===== config.mk =====
export PLATFORM = sky130hd
export DESIGN_NAME = lic_cpu_agg
export DESIGN_NICKNAME = d
export VERILOG_FILES = /design/src/rtl/lic_pkg.sv /design/src/rtl/lic_pend_reg.sv /design/src/rtl/lic_req_merge.sv /design/src/rtl/lic_cpu_agg.sv
export SDC_FILE = /design/constraint.sdc
export NUM_CORES = 1
export LEC_CHECK = 0
export ABC_AREA = 1
export BUFFER_PORTS_ARGS = -buffer_cell sky130_fd_sc_hd__buf_2
export CAP_MARGIN = 20
export CORE_MARGIN = 2
export CORE_UTILIZATION = 44
export DETAILED_ROUTE_END_ITERATION = 8
export GPL_TIMING_DRIVEN = 0
export PLACE_DENSITY = 0.79
export SLEW_MARGIN = 25
export SYNTH_ARGS = -nofsm -noshare
export SYNTH_HDL_FRONTEND = slang
export SYNTH_SLANG_ARGS = --single-unit

===== constraint.sdc =====
create_clock -name clk_i -period 0.9 [get_ports clk_i]
set_input_delay 0.045 -clock clk_i [delete_from_list [all_inputs] [get_ports clk_i]]
set_output_delay 0.045 -clock clk_i [all_outputs]
set_load 0.005 [all_outputs]

===== src/rtl/lic_pkg.sv =====
package lic_pkg;
  localparam int DW         = 32;
  localparam int NUM_LVL    = 15;
  localparam int SOFT_SHIFT = 16;
  localparam int DISP_TOP   = 13;
  localparam int TMR_BIT    = 14;
  localparam int L15_BIT    = 15;
  localparam logic [DW-1:0] SOFT_MASK = 32'hFFFE_0000;
  localparam logic [DW-1:0] CLR_MASK  = SOFT_MASK | (32'h1 << L15_BIT);
  localparam logic [DW-1:0] LOC_MASK  = CLR_MASK | (32'h1 << TMR_BIT);

  typedef enum logic [1:0] {
    OFF_PEND = 2'd0,
    OFF_CLR  = 2'd1,
    OFF_SET  = 2'd2,
    OFF_RSV  = 2'd3
  } off_e;
endpackage


===== src/rtl/lic_pend_reg.sv =====
module lic_pend_reg
  import lic_pkg::*;
(
  input  logic               clk_i,
  input  logic               rst_ni,
  input  logic               wr_clr_i,
  input  logic               wr_set_i,
  input  logic [DW-1:0]      wdata_i,
  input  logic               timer_i,
  input  logic               lvl15_i,
  input  logic               is_tgt_i,
  input  logic [DISP_TOP:1]  hard_raw_i,
  output logic [DW-1:0]      pend_o
);
  logic [DW-1:0]     loc_q, loc_d;
  logic [DISP_TOP:1] disp_q;
  logic              l15_prev_q;
  logic              l15_rise, l15_fall;

  assign l15_rise = lvl15_i & ~l15_prev_q;
  assign l15_fall = ~lvl15_i & l15_prev_q;

  always_comb begin
    loc_d = loc_q;
    if (wr_set_i) loc_d = loc_d | (wdata_i & SOFT_MASK);
    if (wr_clr_i) loc_d = loc_d & ~(wdata_i & CLR_MASK);
    // broadcast edges win over a same-cycle clear
    if (l15_rise) loc_d[L15_BIT] = 1'b1;
    if (l15_fall) loc_d[L15_BIT] = 1'b0;
    loc_d[TMR_BIT] = timer_i;
    loc_d = loc_d & LOC_MASK;
  end

  always_ff @(posedge clk_i or negedge rst_ni) begin
    if (!rst_ni) begin
      loc_q      <= '0;
      disp_q     <= '0;
      l15_prev_q <= 1'b0;
    end else begin
      loc_q      <= loc_d;
      disp_q     <= is_tgt_i ? hard_raw_i : '0;
      l15_prev_q <= lvl15_i;
    end
  end

  assign pend_o = loc_q | {{(DW-DISP_TOP-1){1'b0}}, disp_q, 1'b0};
endmodule


===== src/rtl/lic_req_merge.sv =====
module lic_req_merge
  import lic_pkg::*;
(
  input  logic               clk_i,
  input  logic               rst_ni,
  input  logic [NUM_LVL:1]   soft_lvl_i,
  input  logic               tmr_bit_i,
  input  logic               l15_bit_i,
  input  logic [NUM_LVL:1]   hard_en_i,
  input  logic               is_tgt_i,
  input  logic               mstr_dis_i,
  output logic [NUM_LVL:1]   req_o
);
  logic hard_ok;
  assign hard_ok = is_tgt_i & ~mstr_dis_i;

  for (genvar l = 1; l <= NUM_LVL; l++) begin : g_lvl
    logic src;
    logic line_q;
    if (l == TMR_BIT) begin : g_tmr
      assign src = soft_lvl_i[l] | (hard_ok & hard_en_i[l]) | (tmr_bit_i & ~mstr_dis_i);
    end else if (l == L15_BIT) begin : g_l15
      assign src = soft_lvl_i[l] | (hard_ok & hard_en_i[l]) | (l15_bit_i & ~mstr_dis_i);
    end else begin : g_plain
      assign src = soft_lvl_i[l] | (hard_ok & hard_en_i[l]);
    end
    // line toggles only on change
    always_ff @(posedge clk_i or negedge rst_ni) begin
      if (!rst_ni)            line_q <= 1'b0;
      else if (src != line_q) line_q <= src;
    end
    assign req_o[l] = line_q;
  end
endmodule


===== src/rtl/lic_cpu_agg.sv =====
module lic_cpu_agg
  import lic_pkg::*;
#(
  parameter int OFF_W = 2
) (
  input  logic                clk_i,
  input  logic                rst_ni,
  input  logic                acc_en_i,
  input  logic                acc_we_i,
  input  logic [OFF_W-1:0]    acc_off_i,
  input  logic [DW-1:0]       acc_wdata_i,
  output logic [DW-1:0]       acc_rdata_o,
  input  logic                is_tgt_i,
  input  logic                mstr_dis_i,
  input  logic [NUM_LVL:1]    hard_en_i,
  input  logic [DISP_TOP:1]   hard_raw_i,
  input  logic                lvl15_i,
  input  logic                timer_i,
  output logic [NUM_LVL:1]    req_o
);
  logic [DW-1:0] pend;
  logic          wr_clr, wr_set, rd_pend;

  assign wr_clr  = acc_en_i & acc_we_i  & (acc_off_i == OFF_W'(OFF_CLR));
  assign wr_set  = acc_en_i & acc_we_i  & (acc_off_i == OFF_W'(OFF_SET));
  assign rd_pend = acc_en_i & ~acc_we_i & (acc_off_i == OFF_W'(OFF_PEND));

  lic_pend_reg u_pend (
    .clk_i      (clk_i),
    .rst_ni     (rst_ni),
    .wr_clr_i   (wr_clr),
    .wr_set_i   (wr_set),
    .wdata_i    (acc_wdata_i),
    .timer_i    (timer_i),
    .lvl15_i    (lvl15_i),
    .is_tgt_i   (is_tgt_i),
    .hard_raw_i (hard_raw_i),
    .pend_o     (pend)
  );

  lic_req_merge u_merge (
    .clk_i      (clk_i),
    .rst_ni     (rst_ni),
    .soft_lvl_i (pend[DW-1:SOFT_SHIFT+1]),
    .tmr_bit_i  (pend[TMR_BIT]),
    .l15_bit_i  (pend[L15_BIT]),
    .hard_en_i  (hard_en_i),
    .is_tgt_i   (is_tgt_i),
    .mstr_dis_i (mstr_dis_i),
    .req_o      (req_o)
  );

  assign acc_rdata_o = rd_pend ? pend : '0;
endmodule


**After elaboration in Yosys (flattened, before gate mapping)**

Cells that the tools add are included.

- Bitwise operators: 50
- Equal/unequal tests: 17
- Reduce and logical (&&, ||, !) cells: 1
- Multiplexer cells: 6

Operators by type and width:

| kind | number |
|---|---|
| 32-bit 2-to-1 mux | 3 |
| 32-bit bitwise AND | 1 |
| 32-bit inverter | 1 |
| 32-bit by 14-bit OR with 32-bit output | 1 |
| 32-bit OR | 1 |
| 1-bit bitwise AND | 25 |
| 1-bit OR | 17 |
| 1-bit != test | 15 |
| 13-bit 2-to-1 mux | 1 |
| 1-bit inverter | 4 |
| 2-bit by 1-bit equality test with 1-bit output, second input constant | 1 |
| 2-bit equality test, second input constant | 1 |
| 2-bit zero test | 1 |
| 1-bit 2-to-1 mux | 2 |

- Word-level logic and storage cells: 92
- Register bits after elaboration: 46
- Input bits: 70
- Output and inout port bits: 47

**Depth between registers and ports, before layout**

Gate-level depths: netlist of run 1.

- Word-level depth: 7
- Mapped depth: 7
- Depth with buffers taken out: 6

**Cells and area by module**

Synthesis of run 1 repeated with hierarchy kept, for this count alone.

- Cells, all modules: 317
- Area, all modules: 2,391.0 um^2

Modules (own cells, without submodules):

| module | area each (um^2) | cells an instance | instances | seq. area each (um^2) |
|---|---|---|---|---|
| lic_pend_reg | 1,285.0 | 160 | 1 | 775.7 |
| lic_req_merge | 701.9 | 81 | 1 | 375.4 |
| lic_cpu_agg | 404.1 | 76 | 1 | 0.0 |

**Least setup slack after synthesis of run 1**

No wires, ideal clock.

- Path kind: register to register
- Start: reg u_pend.l15_prev_q
- End: reg u_pend.loc_q[15]
- Cell stages (with the launch flop): 3
- Path buffers: 0
- Data arrival time: 0.684 ns
- Library setup time: 0.065 ns
- Slack: 0.151 ns
- Required time: 0.835 ns
- Clock period less this slack: 0.749 ns
- Path through: dfrtp_1 > or2_2 > nand2_1

- Word-level cells in the longest chain between the ends: 4
- Elaborated cells on any way between the ends: 5
- Classes of those cells: 2 x mux; 3 x bitwise

RTL lines:

| what | line | source |
|---|---|---|
| from (decl) | lic_pend_reg.sv:17 | `logic l15_prev_q;` |
| from (signal assigned) | lic_pend_reg.sv:42 | `l15_prev_q <= lvl15_i;` |
| 1-bit inverter | lic_pend_reg.sv:20 | `assign l15_rise = lvl15_i & ~l15_prev_q;` |
| 1-bit bitwise AND | lic_pend_reg.sv:20 |  |
| 1-bit 2-to-1 mux | lic_pend_reg.sv:28 | `if (l15_rise) loc_d[L15_BIT] = 1'b1;` |
| 1-bit 2-to-1 mux (*) | lic_pend_reg.sv:29 | `if (l15_fall) loc_d[L15_BIT] = 1'b0;` |
| net u_pend.loc_d[15] | lic_pend_reg.sv:15 | `logic [DW-1:0] loc_q, loc_d;` |
| to (signal assigned) | lic_pend_reg.sv:40 | `loc_q <= loc_d;` |
| to (decl) | lic_pend_reg.sv:15 |  |

The timed path passes the listed nets; every way through them passes the cells marked *.
A chain may end at the register's enable or synchronous reset.

==> results.sh, run 1 <==
export IMPL_top_layer_used="met4"
export IMPL_nNetsFinal=495
export IMPL_ctsHtreeMaxLevel=2
export IMPL_failed_checks="setup timing"
export IMPL_grt_max_degree=47
export IMPL_tightestPinTransition_ns=0.576
export IMPL_syn_area_per_cell_sq_um=8.05
export IMPL_post_dp_cell_area_sq_um=2720
export IMPL_synth_fa_ha_area_share_pct=0
export IMPL_p_leak_nw=1.96
export IMPL_via_per_inst=4.41
export IMPL_wl_met3_um=238
export IMPL_synthArstFlopShare_pct=100
export IMPL_setup_violations=30
export IMPL_drcViolationCount=0
export IMPL_synth_main_ff_cell="dfrtp_1"
export IMPL_yosys_register_bits=46
export IMPL_cts_path_max_buffers=2
export IMPL_finalSetupTns_ns=-1.28
export IMPL_ioPinCount=117
export IMPL_fin_crit_ns=0.994
export IMPL_rsz0062_at_grt="true"
export IMPL_synth_top_area_cell="dfrtp_1"
export IMPL_endpoint_kind="primary output"
export IMPL_core_region_area_sq_um=4720
export IMPL_dpl_hpwl_um=3700
export IMPL_numCtsBuffers=5
export IMPL_synthCells=267
export IMPL_drive_gt1_share_pct=39.9
export IMPL_die_w_um=73.9
export IMPL_initial_core_util_pct=45.5
export IMPL_ir_drop_uv=666
export IMPL_regArea_sq_um=1150
export IMPL_stdcell_area_sq_um=3420
export IMPL_wirelength_um=5930
export IMPL_m1WireLength_um=2300
export IMPL_syn_cell_area_sq_um=2150
export IMPL_dieArea_sq_um=5460
export IMPL_synthTopCellsByArea="dfrtp_1 54%, nand2_1 13%, inv_1 9.1%"
export IMPL_post_route_period_util_pct=110
export IMPL_setup_slack_ns=-0.0945
export IMPL_powerDensity_nw_per_um2=1600
export IMPL_multiInputGateArea_sq_um=616
export IMPL_grt_pass1_wl_um=9230
export IMPL_drv_slew=0
export IMPL_clock_skew_ns=0.00238
export IMPL_clk_pin_slew_worst_paths_ns=0.08
export IMPL_met2_length_um=3250
export IMPL_area_delta_synth_final_pct=59.4
export IMPL_synth_top_family_by_area="simple AND/OR/NAND/NOR gates"
export IMPL_critical_path_class="reg -> out"
export IMPL_synth_most_common_cell="nand2_1"
export IMPL_synth_edf_count=0
export IMPL_grt_pass1_vias=2105
export IMPL_avgRoutedWirePerCell_um=12.0
export IMPL_synth_compound_area_share_pct=2.10
export IMPL_root_buffer="clkbuf_8"
export IMPL_gp_congestion=0.797
export IMPL_ys_seq_area_share_pct=53.6
export IMPL_ys_warnings_count=0
export IMPL_rows=25
export IMPL_first_pass_iters=4
export IMPL_final_fill_count=338
export IMPL_clock_latency_ns=0.29
export IMPL_finalHoldViolCount=0
export IMPL_vias=2180
export IMPL_start_kind="flop"
export IMPL_yosys_area_share_simple_pct=25.6
export IMPL_critPathArrivalTime_ns=0.95
export IMPL_grt_use_total_pct=22.3
export IMPL_synth_common_cells="73 x nand2_1, 52 x inv_1, 46 x dfrtp_1"
export IMPL_synth_xor_xnor_area_share_pct=0
export IMPL_required_ns=0.85
export IMPL_cts_sinks=46
export IMPL_antenna_found_initial=0
export IMPL_synthDominantCellAreaShare_pct=53.6
export IMPL_grt_overflow_total=0
export IMPL_drt_iter0_markers=83
export IMPL_slew_headroom_pct=61.6
export IMPL_port_buffers=97
export IMPL_critPathMaxFanout=2
export IMPL_fmax_mhz=1010
export IMPL_status="complete, but fails checks"
export IMPL_synth_mux_area_share_pct=0
export IMPL_hold_path_class="in -> reg"
export IMPL_tritoncts="done"
export IMPL_fp_dieH_um=73.9
export IMPL_maxCapViolations=0
export IMPL_synth_distinct_cells=19
export IMPL_ant_nets=0
export IMPL_dp_slack_ns=-0.0378
[final timing paths]
check / depth (start not counted) / startpoint / slack (ns) / to
setup / recovery: 3 / flop / -0.09 / acc_rdata_o[28]
hold / removal: 2 / mstr_dis_i / 0.02 / u_merge.g_lvl[15].line_q$_DFFE_PN0P_
setup reg to reg: 4 / flop / 0.03 / flop
hold reg to reg: 2 / flop / 0.48 / u_merge.g_lvl[8].line_q$_DFFE_PN0P_
max in group asynchronous: 2 / rst_ni / 0.22 / u_pend.loc_q[14]$_DFF_PN0_
min in group asynchronous: 2 / rst_ni / 0.30 / async pin
[stage by stage]
step                utilization, %  instances  power (mW)  hold slack [ns]
finish                        72.5        494        5.48           0.0158
global route                  72.5        493        5.78           0.0160
CTS                           71.0        486        5.33          -0.0438
detailed placement            57.6        432        3.61            0.155
global placement              57.6        432        3.56            0.155
floorplan                        -        268        3.15           -0.251
[placed cells by master, fill, tap and decap left out, drive strengths merged]
cell type | Yosys | layout
or2 | 1 | 1
nand3 | 17 | 17
clkbuf | 1 | 8
a21oi | 7 | 7
clkinv | 0 | 1
diode | 0 | 1
dfrtp | 46 | 46
nor3 | 5 | 5
conb | 1 | 2
nand2 | 76 | 76
o21ai | 2 | 2
buf | 25 | 134
inv | 53 | 53
nor2 | 33 | 33
dlygate4sd3 | 0 | 41
[layout make-up]
cell class,count,area share [%]
Timing Repair Buffer,165,34.9
Clock buffer,7,2.52
Inverter,53,5.96
Antenna cell,1,0.0731
Tap cell,67,2.45
Buffer,11,2.37
Multi-Input combinational cell,143,18.0
Sequential cell,46,33.6
Clock inverter,1,0.146
[power breakdown]
group / leakage (nW) / switching [mW] / total (mW) / internal [mW]
clock: 0.0482 / 0.674 / 1.29 / 0.620
combinational: 1.36 / 0.651 / 1.62 / 0.964
sequential: 0.550 / 0.179 / 2.57 / 2.40
total: 1.96 / 1.50 / 5.48 / 3.98
[routing by layer]
layer / vias up / global-route usage (%)
li1: 1074 / -
met1: 1024 / 24.1
met2: 67 / 42.3
met3: 15 / 4.12
met4: 0 / 8.48
met5: - / 0
[repair_timing]
item / 4_1_cts / 5_1_grt
gates resized for setup: 25 / 11
setup buffers: 21 / 6
endpoints found under the setup margin: 45 / 30
pin swaps: 24 / 4
endpoints found under the hold margin: 86 / 46
hold buffers: 40 / 1
[cell families after synthesis]
logic type / count (synthesis)
buffers and inverters: 79
AND/OR/NAND/NOR: 132
AO/OA/AOI/OAI: 9
other: 1
flip-flops: 46
[critical path: stages, from the launching register on]
cell	delay, ns
dfrtp_1	0.39
inv_2	0.05
nor2_1	0.10
buf_2	0.12
(Power assumes the default switching activity.)
==> run 2, diff against run 1 <==
--- a/config.mk
+++ b/config.mk
@@ -8,11 +8,13 @@
 export ABC_AREA = 1
 export BUFFER_PORTS_ARGS = -buffer_cell sky130_fd_sc_hd__buf_2
 export CAP_MARGIN = 20
+export CELL_PAD_IN_SITES_DETAIL_PLACEMENT = 1
+export CELL_PAD_IN_SITES_GLOBAL_PLACEMENT = 1
 export CORE_MARGIN = 2
-export CORE_UTILIZATION = 44
+export CORE_UTILIZATION = 30
 export DETAILED_ROUTE_END_ITERATION = 8
 export GPL_TIMING_DRIVEN = 0
-export PLACE_DENSITY = 0.79
+export PLACE_DENSITY_LB_ADDON = 0.1
 export SLEW_MARGIN = 25
 export SYNTH_ARGS = -nofsm -noshare
 export SYNTH_HDL_FRONTEND = slang
==> run 2 against run 1 <==
The flow still finishes with violations (setup timing). Non-clock buffer count rose by 1. Flip-flop and latch count did not move. Worst hold slack barely moved. Setup slack improved by 0.0072 ns. Via count fell by 0.96%. Core utilization fell by 22 points. Die area rose by 44%. Fmax rose by 0.73%. Critical path type unchanged. Critical endpoint is now acc_rdata_o[19]. Largest power group unchanged.
==> results.sh, run 2 (synthesis results as in run 1) <==
export IMPL_area_delta_synth_final_pct=62.6
export IMPL_grt_pass1_vias=2264
export IMPL_drt_iter0_markers=30
export IMPL_cp_num_buf_inv=2
export IMPL_fp_dieH_um=88.6
export IMPL_numCtsBuffers=5
export IMPL_dp_slack_ns=-0.0648
export IMPL_utilization_pct=50.8
export IMPL_powerDensity_nw_per_um2=1630
export IMPL_drv_slew=0
export IMPL_power_total_mw=5.70
export IMPL_clock_skew_ns=0.00409
export IMPL_max_stage_delay_ns=0.40
export IMPL_critPathMaxFanout=2
export IMPL_endpoint_kind="primary output"
export IMPL_critPathArrivalTime_ns=0.94
export IMPL_wirelength_um=6580
export IMPL_reg2reg_depth=4
export IMPL_via_per_inst=4.13
export IMPL_cpLargestDelayFamily="flip-flops"
export IMPL_grt_max_degree=47
export IMPL_tightestPinTransition_ns=0.612
export IMPL_n_antenna_cell=0
export IMPL_dpl_hpwl_um=4280
export IMPL_vias=2159
export IMPL_p_comb_share_pct=28.4
export IMPL_first_pass_iters=4
export IMPL_slew_headroom_pct=59.2
export IMPL_crit_slowest_cell="dfrtp_1"
export IMPL_clkPwrFrac_pct=26.6
export IMPL_final_common_cell="buf_2"
export IMPL_tritoncts="done"
export IMPL_cts_sinks=46
export IMPL_p_int_mw=4.21
export IMPL_fmax_mhz=1010
export IMPL_initial_core_util_pct=31.3
export IMPL_rsz0062_at_grt="true"
export IMPL_critical_path_depth=3
export IMPL_drcViolationCount=0
export IMPL_grt_use_total_pct=17.1
export IMPL_start_kind="flop"
export IMPL_switching_share_pct=26.2
export IMPL_seq_power_share_pct=45.0
export IMPL_failed_checks="setup timing"
export IMPL_setup_slack_ns=-0.0872
export IMPL_fin_crit_ns=0.987
export IMPL_port_buffers=97
export IMPL_place_inst=461
export IMPL_antenna_found_initial=0
export IMPL_dieArea_sq_um=7850
export IMPL_required_ns=0.85
export IMPL_post_dp_cell_area_sq_um=2760
export IMPL_finalHoldViolCount=0
export IMPL_root_buffer="clkbuf_8"
export IMPL_hold_path_class="in -> reg"
export IMPL_maxCapViolations=0
export IMPL_cts_path_max_buffers=2
export IMPL_whs_path_depth=3
export IMPL_p_leak_nw=1.97
export IMPL_cp_cell_sequence="inv_2 -> nor2_2 -> buf_2"
export IMPL_stdcell_count=523
export IMPL_ioPinCount=117
export IMPL_gp_congestion=0.713
export IMPL_clk_pin_slew_worst_paths_ns=0.09
export IMPL_p_sw_mw=1.49
export IMPL_stdcell_area_sq_um=3490
export IMPL_critical_path_class="reg -> out"
export IMPL_die_w_um=88.6
export IMPL_post_route_period_util_pct=110
export IMPL_setup_violations=30
export IMPL_ant_nets=0
export IMPL_clock_latency_ns=0.29
export IMPL_grt_overflow_total=0
export IMPL_drive_gt1_share_pct=39.8
export IMPL_rows=30
export IMPL_core_region_area_sq_um=6870
export IMPL_final_cell_mix="84 x buf_2, 72 x nand2_1, 46 x dfrtp_1"
export IMPL_status="complete, but fails checks"
export IMPL_nNetsFinal=496
export IMPL_ir_drop_uv=635
export IMPL_avgRoutedWirePerCell_um=12.6
export IMPL_ctsHtreeMaxLevel=2
export IMPL_grt_pass1_wl_um=10200
run 2: layer usage:
metal	global-route usage [%]	routed length, um	part of all wire, %
met5	0	0	0
met4	4.82	47	0.71
met3	2.61	240	3.7
met2	32.3	3540	54
met1	20.0	2750	42
run 2: path summary, 6_finish.rpt:
path	end	start	slack, ns
worst max-delay path	acc_rdata_o[19]	flop	-0.09
max in group asynchronous	async pin	rst_ni	0.18
worst min register to register	u_merge.g_lvl[10].line_q$_DFFE_PN0P_	flop	0.48
worst min-delay path	flop	acc_wdata_i[21]	0.02
worst max register to register	flop	flop	0.05
min in group asynchronous	u_merge.g_lvl[10].line_q$_DFFE_PN0P_	rst_ni	0.30
run 2: what timing repair did:
action                                  in CTS  in global routing
gates resized for setup                     23                 17
hold buffers                                41                  0
endpoints found under the hold margin       87                  0
setup buffers                               22                  7
endpoints found under the setup margin      45                 32
pin swaps                                   26                  7
run 2: worst register-to-register path, delay by kind of cell, from the launching register on:
kind,cells,cell delay [ns]
flip-flops,1,0.40
buffers and inverters,2,0.25
AND/OR/NAND/NOR,2,0.10
run 2: power groups by stage:
stage          Clock (mW)  Sequential (mW)  Combinational (mW)
6_report             1.52             2.57                1.62
4_1_cts              1.57             2.56                1.49
3_3_place_gp            0             2.55                1.04
3_5_place_dp            0             2.56                1.07
2_1_floorplan           0             2.52               0.630
5_1_grt              1.64             2.60                1.80
run 2: per-stage QoR:
step,setup TNS (ns),hold slack [ns]
floorplan,0,-0.251
global placement,-5.94,0.154
detailed placement,-0.779,0.103
CTS,-1.53,0.0100
global route,-2.89,0.0268
finish,-1.07,0.0161
run 2: final cells by class:
cell class	count	area, sq um
Sequential cell	46	1150
Buffer	11	83.8
Inverter	53	204
Fill cell	859	3380
Tap cell	96	120
Multi-Input combinational cell	143	621
Clock inverter	1	30.0
Clock buffer	7	76.3
Timing Repair Buffer	166	1210
==> run 3, diff against run 2 <==
--- a/config.mk
+++ b/config.mk
@@ -11,7 +11,7 @@
 export CELL_PAD_IN_SITES_DETAIL_PLACEMENT = 1
 export CELL_PAD_IN_SITES_GLOBAL_PLACEMENT = 1
 export CORE_MARGIN = 2
-export CORE_UTILIZATION = 30
+export CORE_UTILIZATION = 33
 export DETAILED_ROUTE_END_ITERATION = 8
 export GPL_TIMING_DRIVEN = 0
 export PLACE_DENSITY_LB_ADDON = 0.1
==> constraint.sdc (replaced) <==
create_clock -name clk_i -period 1.16 [get_ports clk_i]
set_input_delay 0.058 -clock clk_i [delete_from_list [all_inputs] [get_ports clk_i]]
set_output_delay 0.058 -clock clk_i [all_outputs]
set_load 0.005 [all_outputs]
==> run 3 against run 2 <==
Final area decreased by 7.6%. Core utilization is 0.29 points higher. The run now ends clean. Total power decreased by 32%. Critical path depth is the same. First-iteration DRC count increased by 30%. Via count decreased by 2.6%. Clock skew rose by 0.0018 ns. Flip-flop and latch count is the same. Combinational power shrank 42%. Critical path type unchanged. Clock power down 34%.
==> results.sh, run 3 (synthesis results as in run 1) <==
export IMPL_status="complete, no violations"
export IMPL_drt_iter0_markers=39
export IMPL_stdcell_count=490
export IMPL_ir_drop_uv=656
export IMPL_ant_nets=0
export IMPL_ctsHtreeMaxLevel=2
export IMPL_setup_slack_ns=0.120
export IMPL_rows=29
export IMPL_required_ns=1.10
export IMPL_clk_pin_slew_worst_paths_ns=0.08
export IMPL_cpLargestDelayFamily="flip-flops"
export IMPL_powerDensity_nw_per_um2=1210
export IMPL_fmax_mhz=961
export IMPL_hold_path_class="in -> reg"
export IMPL_clock_latency_ns=0.29
export IMPL_grt_pass1_wl_um=10300
export IMPL_critical_path_class="reg -> out"
export IMPL_slew_headroom_pct=59.8
export IMPL_fin_crit_ns=1.04
export IMPL_p_leak_nw=1.89
export IMPL_core_region_area_sq_um=6310
export IMPL_place_inst=442
export IMPL_critPathArrivalTime_ns=0.98
export IMPL_finalSetupTns_ns=0
export IMPL_final_cell_mix="100 x buf_2, 73 x nand2_1, 52 x inv_1"
export IMPL_grt_pass1_vias=2229
export IMPL_dpl_hpwl_um=4390
export IMPL_grt_use_total_pct=18.5
export IMPL_cp_cell_sequence="inv_1 -> nor2_1 -> buf_2"
export IMPL_post_route_period_util_pct=89.7
export IMPL_final_common_cell="buf_2"
export IMPL_dp_slack_ns=0.172
export IMPL_numCtsBuffers=5
export IMPL_drcViolationCount=0
export IMPL_dieArea_sq_um=7170
export IMPL_grt_overflow_total=0
export IMPL_grt_max_degree=47
export IMPL_cts_sinks=46
export IMPL_root_buffer="clkbuf_8"
export IMPL_drive_gt1_share_pct=33.2
export IMPL_stdcell_area_sq_um=3230
export IMPL_nNetsFinal=482
export IMPL_crit_slowest_cell="dfrtp_1"
export IMPL_clock_skew_ns=0.00594
export IMPL_maxCapViolations=0
export IMPL_cp_num_buf_inv=2
export IMPL_tightestPinTransition_ns=0.603
export IMPL_tritoncts="done"
export IMPL_finalHoldViolCount=0
export IMPL_drv_slew=0
export IMPL_fp_dieH_um=84.7
export IMPL_ioPinCount=117
export IMPL_initial_core_util_pct=34.0
export IMPL_post_dp_cell_area_sq_um=2740
export IMPL_rsz0062_at_grt="false"
export IMPL_final_fill_count=823
export IMPL_wirelength_um=6350
export IMPL_die_w_um=84.7
export IMPL_max_stage_delay_ns=0.37
export IMPL_setup_violations=0
export IMPL_cts_path_max_buffers=2
export IMPL_gr_usage_met3_pct=3.15
export IMPL_critPathMaxFanout=3
export IMPL_first_pass_iters=4
export IMPL_area_delta_synth_final_pct=50.3
export IMPL_endpoint_kind="primary output"
export IMPL_via_per_inst=4.29
export IMPL_reg2reg_slack_ns=0.37
export IMPL_grt_busiest_layer="met2"
export IMPL_gp_congestion=0.701
export IMPL_port_buffers=97
export IMPL_n_antenna_cell=0
export IMPL_met1_usage_pct=20.8
export IMPL_vias=2102
export IMPL_avgRoutedWirePerCell_um=13.0
export IMPL_gr_usage_met2_pct=35.4
export IMPL_start_kind="flop"
export IMPL_antenna_found_initial=0
## run 3: layout make-up
class / count / area [sq um] / area share (%)
Sequential cell: 46 / 1150 / 35.7
Timing Repair Buffer: 137 / 888 / 27.5
Multi-Input combinational cell: 143 / 603 / 18.7
Inverter: 53 / 204 / 6.32
Buffer: 26 / 194 / 6.01
Tap cell: 77 / 96.3 / 2.98
Clock buffer: 7 / 86.3 / 2.67
Clock inverter: 1 / 5.00 / 0.155
## run 3: worst min-delay path, delay by kind of cell
family	cells	cell delay, ns
and+or+nand+nor	2	0.12
buffers and inverters	1	0.10
## run 3: power by group
part	internal, mW	total [mW]	switching [mW]
Clock	0.481	1.00	0.519
Combinational	0.500	0.941	0.441
Sequential	1.86	1.95	0.0979
Total	2.84	3.89	1.06
## run 3: path summary, 6_finish.rpt
| path | end | from | depth (start not counted) |
|---|---|---|---|
| worst max-delay path | acc_rdata_o[29] | flop | 3 |
| worst min-delay path | flop | acc_wdata_i[28] | 3 |
| worst max register to register | u_pend.loc_q[15]$_DFF_PN0_ | u_pend.l15_prev_q$_DFF_PN0_ | 2 |
| worst min register to register | flop | flop | 2 |
| max in group asynchronous | async pin | rst_ni | 2 |
| min in group asynchronous | u_pend.l15_prev_q$_DFF_PN0_ | rst_ni | 2 |
## run 3: repair_timing
action	4_1_cts	5_1_grt
resized for setup	0	0
hold endpoints to repair	86	0
hold buffers	40	0
buffers inserted	0	0
## run 3: layer usage
metal  vias up  wire length, um
li1       1042                -
met1       997             2570
met2        53             3430
met3        10              239
met4         0              110
met5         -                0
## run 3: metrics by stage
stage / hold WS [ns] / utilization [%] / power [mW]
after floorplan: -0.238 / - / 2.44
after detailed placement: 0.115 / 43.3 / 2.83
after global placement: 0.166 / 43.3 / 2.79
after global routing: 0.0280 / 51.1 / 4.17
final: 0.0173 / 51.1 / 3.89
after CTS: 0.0187 / 51.1 / 3.95
